$ cat src/rtl/swt_pkg.sv
package swt_pkg;
  localparam int ADDR_TIMER  = 0;
  localparam int ADDR_STATUS = 1;
  localparam int ADDR_MASK   = 2;
  localparam int SLOT_BASE   = 4;
  localparam int MASK_W      = 8;
  localparam int MASK_OVF    = 0;
  localparam int MASK_SWT    = 5;
endpackage

$ cat src/rtl/swt_timebase.sv
module swt_timebase #(
  parameter int TIMER_W  = 16,
  parameter int PRESCALE = 4
) (
  input  logic               clk,
  input  logic               rst_n,
  output logic               tick,
  output logic               wrap,
  output logic [TIMER_W-1:0] timer_q
);
  localparam int PRE_W = (PRESCALE > 1) ? $clog2(PRESCALE) : 1;

  generate
    if (PRESCALE > 1) begin : g_div
      logic [PRE_W-1:0] pre_q;
      always_ff @(posedge clk or negedge rst_n) begin
        if (!rst_n)    pre_q <= '0;
        else if (tick) pre_q <= '0;
        else           pre_q <= pre_q + 1'b1;
      end
      assign tick = (pre_q == PRE_W'(PRESCALE - 1));
    end else begin : g_nodiv
      assign tick = 1'b1;
    end
  endgenerate

  assign wrap = tick && (timer_q == '1);

  always_ff @(posedge clk or negedge rst_n) begin
    if (!rst_n)    timer_q <= '0;
    else if (tick) timer_q <= timer_q + 1'b1;
  end
endmodule

$ cat src/rtl/swt_match_table.sv
module swt_match_table #(
  parameter int TIMER_W   = 16,
  parameter int NUM_SLOTS = 4
) (
  input  logic                                clk,
  input  logic                                rst_n,
  input  logic [NUM_SLOTS-1:0]                slot_we,
  input  logic [TIMER_W-1:0]                  wdata,
  input  logic                                tick,
  input  logic [TIMER_W-1:0]                  timer_q,
  output logic [NUM_SLOTS-1:0]                match,
  output logic [NUM_SLOTS-1:0]                armed,
  output logic [NUM_SLOTS-1:0][TIMER_W-1:0]   targets
);
  logic [TIMER_W-1:0] upcoming;
  assign upcoming = timer_q + 1'b1;

  for (genvar i = 0; i < NUM_SLOTS; i++) begin : g_slot
    // compare against the value the timer takes at this edge
    assign match[i] = armed[i] && tick && (targets[i] == upcoming);

    always_ff @(posedge clk or negedge rst_n) begin
      if (!rst_n) begin
        targets[i] <= '0;
        armed[i]   <= 1'b0;
      end else if (slot_we[i]) begin
        targets[i] <= wdata;
        armed[i]   <= 1'b1;
      end else if (match[i]) begin
        armed[i]   <= 1'b0;
      end
    end
  end
endmodule

$ cat src/rtl/swt_flags.sv
module swt_flags #(
  parameter int NUM_FLAGS = 5
) (
  input  logic                 clk,
  input  logic                 rst_n,
  input  logic [NUM_FLAGS-1:0] set_vec,
  input  logic                 rd_clr,
  output logic [NUM_FLAGS-1:0] flags_q
);
  always_ff @(posedge clk or negedge rst_n) begin
    if (!rst_n) flags_q <= '0;
    else        flags_q <= (rd_clr ? '0 : flags_q) | set_vec;
  end
endmodule

$ cat src/rtl/swtimer_unit.sv
module swtimer_unit #(
  parameter int TIMER_W   = 16,
  parameter int NUM_SLOTS = 4,
  parameter int PRESCALE  = 4,
  parameter int ADDR_W    = 3
) (
  input  logic               clk,
  input  logic               rst_n,
  input  logic               reg_sel,
  input  logic               reg_we,
  input  logic [ADDR_W-1:0]  reg_addr,
  input  logic [TIMER_W-1:0] reg_wdata,
  output logic [TIMER_W-1:0] reg_rdata,
  output logic               irq_ovf,
  output logic               irq_swt
);
  import swt_pkg::*;
  localparam int NUM_FLAGS = NUM_SLOTS + 1;

  logic                              tick, wrap;
  logic [TIMER_W-1:0]                timer_q;
  logic [NUM_SLOTS-1:0]              slot_we, match, armed;
  logic [NUM_SLOTS-1:0][TIMER_W-1:0] targets;
  logic [NUM_FLAGS-1:0]              flags_q;
  logic [MASK_W-1:0]                 mask_q;
  logic                              rd_status, wr_mask;

  assign rd_status = reg_sel && !reg_we && (reg_addr == ADDR_W'(ADDR_STATUS));
  assign wr_mask   = reg_sel &&  reg_we && (reg_addr == ADDR_W'(ADDR_MASK));

  for (genvar i = 0; i < NUM_SLOTS; i++) begin : g_we
    assign slot_we[i] = reg_sel && reg_we && (reg_addr == ADDR_W'(SLOT_BASE + i));
  end

  swt_timebase #(.TIMER_W(TIMER_W), .PRESCALE(PRESCALE)) u_timebase (
    .clk(clk), .rst_n(rst_n), .tick(tick), .wrap(wrap), .timer_q(timer_q)
  );

  swt_match_table #(.TIMER_W(TIMER_W), .NUM_SLOTS(NUM_SLOTS)) u_table (
    .clk(clk), .rst_n(rst_n), .slot_we(slot_we), .wdata(reg_wdata),
    .tick(tick), .timer_q(timer_q), .match(match), .armed(armed),
    .targets(targets)
  );

  swt_flags #(.NUM_FLAGS(NUM_FLAGS)) u_flags (
    .clk(clk), .rst_n(rst_n), .set_vec({wrap, match}),
    .rd_clr(rd_status), .flags_q(flags_q)
  );

  always_ff @(posedge clk or negedge rst_n) begin
    if (!rst_n)       mask_q <= '0;
    else if (wr_mask) mask_q <= reg_wdata[MASK_W-1:0];
  end

  always_comb begin
    reg_rdata = '0;
    if (reg_sel && !reg_we) begin
      if (reg_addr == ADDR_W'(ADDR_TIMER))  reg_rdata = timer_q;
      if (reg_addr == ADDR_W'(ADDR_STATUS)) reg_rdata[NUM_FLAGS-1:0] = flags_q;
      if (reg_addr == ADDR_W'(ADDR_MASK))   reg_rdata[MASK_W-1:0] = mask_q;
      for (int i = 0; i < NUM_SLOTS; i++)
        if (reg_addr == ADDR_W'(SLOT_BASE + i)) reg_rdata = targets[i];
    end
  end

  assign irq_ovf = flags_q[NUM_SLOTS] && mask_q[MASK_OVF];
  assign irq_swt = (|flags_q[NUM_SLOTS-1:0]) && mask_q[MASK_SWT];
endmodule

$ cat config.mk
export PLATFORM = sky130hd
export DESIGN_NAME = swtimer_unit
export DESIGN_NICKNAME = d
export VERILOG_FILES = /design/src/rtl/swt_pkg.sv /design/src/rtl/swt_timebase.sv /design/src/rtl/swt_match_table.sv /design/src/rtl/swt_flags.sv /design/src/rtl/swtimer_unit.sv
export SDC_FILE = /design/constraint.sdc
export NUM_CORES = 1
export LEC_CHECK = 0
export BUFFER_PORTS_ARGS = -buffer_cell sky130_fd_sc_hd__clkbuf_2
export CAP_MARGIN = 40
export CORE_ASPECT_RATIO = 1.75
export CORE_MARGIN = 4
export CORE_UTILIZATION = 50
export DETAILED_ROUTE_END_ITERATION = 10
export PLACE_DENSITY = 0.65
export REMOVE_ABC_BUFFERS = 1
export SYNTH_ARGS = -nofsm -noshare
export SYNTH_HDL_FRONTEND = slang
export SYNTH_SLANG_ARGS = --single-unit
$ cat constraint.sdc
create_clock -name clk -period 4.4 [get_ports clk]
set_input_delay 0.88 -clock clk [delete_from_list [all_inputs] [get_ports clk]]
set_output_delay 0.88 -clock clk [all_outputs]
set_load 0.03 [all_outputs]
==> flow_summary.ini <==
[synthesis]
ys_seq_area_share_pct = 39.8
ys_seq_elements = 99
synth-compound-area-share_pct = 11.4
synth_top_area_share_pct = 39.8
yosys-top-cells-area = dfrtp_1, mux2_2, xnor2_1, xor2_1, nand2_1
muxShareOfSynthArea_pct = 17.3
synth.top_cells.by_count = dfrtp_1, mux2_2, nand2_1
synthXorXnorAreaFrac_pct = 12.8
synth_top_family_by_area = multiplexers
synthesis.area_um2 = 6220
ys_warn_count = 0
synth_top_flop_cell = dfrtp_1
synth.distinct_cells = 54
synth_most_common_cell = dfrtp_1
syn_avg_cell_area_um2 = 10.0
yosys.area_share.simple_pct = 13.7
synth.largest_area_cell = dfrtp_1
synthAdderAreaFrac_pct = 0.563
synthArstFlopShare_pct = 100
netlist_instances = 620
synth-edff-count = 0

[detailed_routing]
drtAntennaViolNets = 0
firstDrtPassIters = 5
drc = 0
vias_per_cell = 6.22
vias = 5028
routed_wl_mm = 18.1
wl_per_cell_um = 22.4
drt_iter0_drc = 271

[cts]
cts_buffers = 9
cts.path.max_buffers = 2
cts_tree = yes
cts-root-buf = clkbuf_16
post_cts_buffers = 0
cts_num_sinks = 99
ctsResizeCount = 0
clkLatencyLatePin_ns = 0.35
cts-htree-levels = 3
cts_hold_buf = 0
clk_pin_slew_worst_paths_ns = 0.07

[timing]
post-route-period-util_pct = 79.4
drv_slew = 0
rsz0062_at_grt = false
worst_slack_ns = 0.907
tightest_slew_ns = 0.749
skew_ns = 0.00991
hold_viol_final = 0
slew_headroom_pct = 50.0
setup_viol_count_final = 0
fin_setup_tns_ns = 0
fmax_mhz = 286
min_period_ns = 3.49

[setup_path]
crit_arrival_ns = 2.61
critical_path_class = in2out
startpoint_type = input port
end_kind = primary output
crit_fanout = 14
crit_required_ns = 3.52

[floorplanning]
rows = 53
die_w_um = 92.3
dieArea_um2 = 14400
die_h_um = 156
io_pins = 41
start_util_pct = 51.3
core_area_um2 = 12100

[global_routing]
grt_max_degree = 43
grt_pass1_wl_mm = 28.4
antenna_found_initial = 0
grt_usage_pct = 26.1
grt_pass1_vias = 5004
gr-total-overflow = 0

[final_layout]
post-route-util_pct = 56.4
area_delta_synth_final_pct = 9.91
fin_nets = 665
antenna_cells = 0
seqCellArea_um2 = 2480
drive_gt1_share_pct = 25.0
multi_input_area_um2 = 3480
n_fill_cell = 1095

[power]
vdd_drop_max_v = 0.000259
leakagePower_nw = 2.86
power.density_nw_per_um2 = 380

[placed_design]
numPortBuffers = 40
gp_congestion = 1.05
hpwl_mm = 13.5
dpl_worst_slack_ns = 0.904

[run]
cap_violations = 0

[outcome]
status = completed

[worst_hold_path]
hold_path.class = reg2reg
[critical path: stages]
cell	delay (ns)
clkbuf_2	0.32
nor2b_1	0.58
a211oi_1	0.15
a2111oi_0	0.38
clkbuf_2	0.29
[path summary, 6_finish.rpt]
check | cells past startpoint | to | slack, ns | from
max in group asynchronous | 2 | u_table.targets[48]$_DFFE_PN0P_ | 3.07 | rst_n
setup reg to reg | 7 | u_table.armed[0]$_DFFE_PN0P_ | 1.02 | u_timebase.timer_q[3]$_DFFE_PN0P_
hold / removal | 1 | u_timebase.g_div.pre_q[0]$_DFF_PN0_ | 0.43 | u_timebase.g_div.pre_q[0]$_DFF_PN0_
min in group asynchronous | 1 | u_table.targets[55]$_DFFE_PN0P_ | 0.53 | rst_n
setup / recovery | 5 | reg_rdata[3] | 0.91 | reg_addr[1]
hold reg to reg | 1 | u_timebase.g_div.pre_q[0]$_DFF_PN0_ | 0.43 | u_timebase.g_div.pre_q[0]$_DFF_PN0_
[layout by cell type, fill, tap and decap left out, types with 7 or more instances in the layout]
master	synthesis	routed
inv_1	17	17
xor2_1	34	34
o22ai_1	8	8
mux2i_1	13	13
mux2_2	84	84
buf_4	5	18
clkbuf_16	0	9
o221ai_1	12	12
a21oi_1	11	11
nor4_1	8	8
nand2_1	55	55
nand2b_1	7	7
nand3_1	14	14
o21ai_0	21	21
nor2_1	32	30
a211oi_1	11	11
clkbuf_2	0	39
dfrtp_1	99	99
nor3_1	14	14
nand4_1	10	10
xnor2_1	46	46
[flip-flops by register name (all words and copies together), names as in the netlist]
signal                  flops
u_table.targets            64
u_timebase.timer_q         16
mask_q                      8
u_flags.flags_q             5
u_table.armed               4
u_timebase.g_div.pre_q      2
[layer usage]
metal  wire (um)  track usage, %  vias up
met4         947            13.7        0
met1        6770            30.6     2494
met3         894            3.86       57
met5           0               0        -
met2        9500            45.7      205
li1            -               -     2272
[final cells by class]
cell class                      count  area share (%)
Multi-Input combinational cell    455            50.8
Sequential cell                    99            36.2
Timing Repair Buffer               58            5.23
Clock buffer                       10            3.35
Tap cell                          165            3.02
Inverter                           17           0.933
Clock inverter                      4           0.421
[through the flow]
stage	hold WS, ns	instances	total power [mW]	area (um^2)
6_report	0.433	808	2.60	6840
5_1_grt	0.454	808	2.74	6840
4_1_cts	0.431	808	2.62	6840
3_5_place_dp	0.422	794	1.89	6580
3_3_place_gp	0.413	793	1.87	6560
2_1_floorplan	0.403	571	1.65	6010
[where the power goes]
group	switching, mW	internal, mW	total, mW
sequential	0.197	1.07	1.27
combinational	0.290	0.323	0.613
clock	0.340	0.378	0.718
total	0.827	1.78	2.60
[logic make-up (layout without fill, tap and decap cells)]
group	after synthesis	in the layout
AOI/OAI and AO/OA	101	101
xor gates and xnor gates	84	84
adders and majority gates	3	3
buffers and inverters	66	89
DFF	99	99
muxes	97	97
and+or+nand+nor	170	170
No activity file was read; power rests on OpenSTA's default activity.
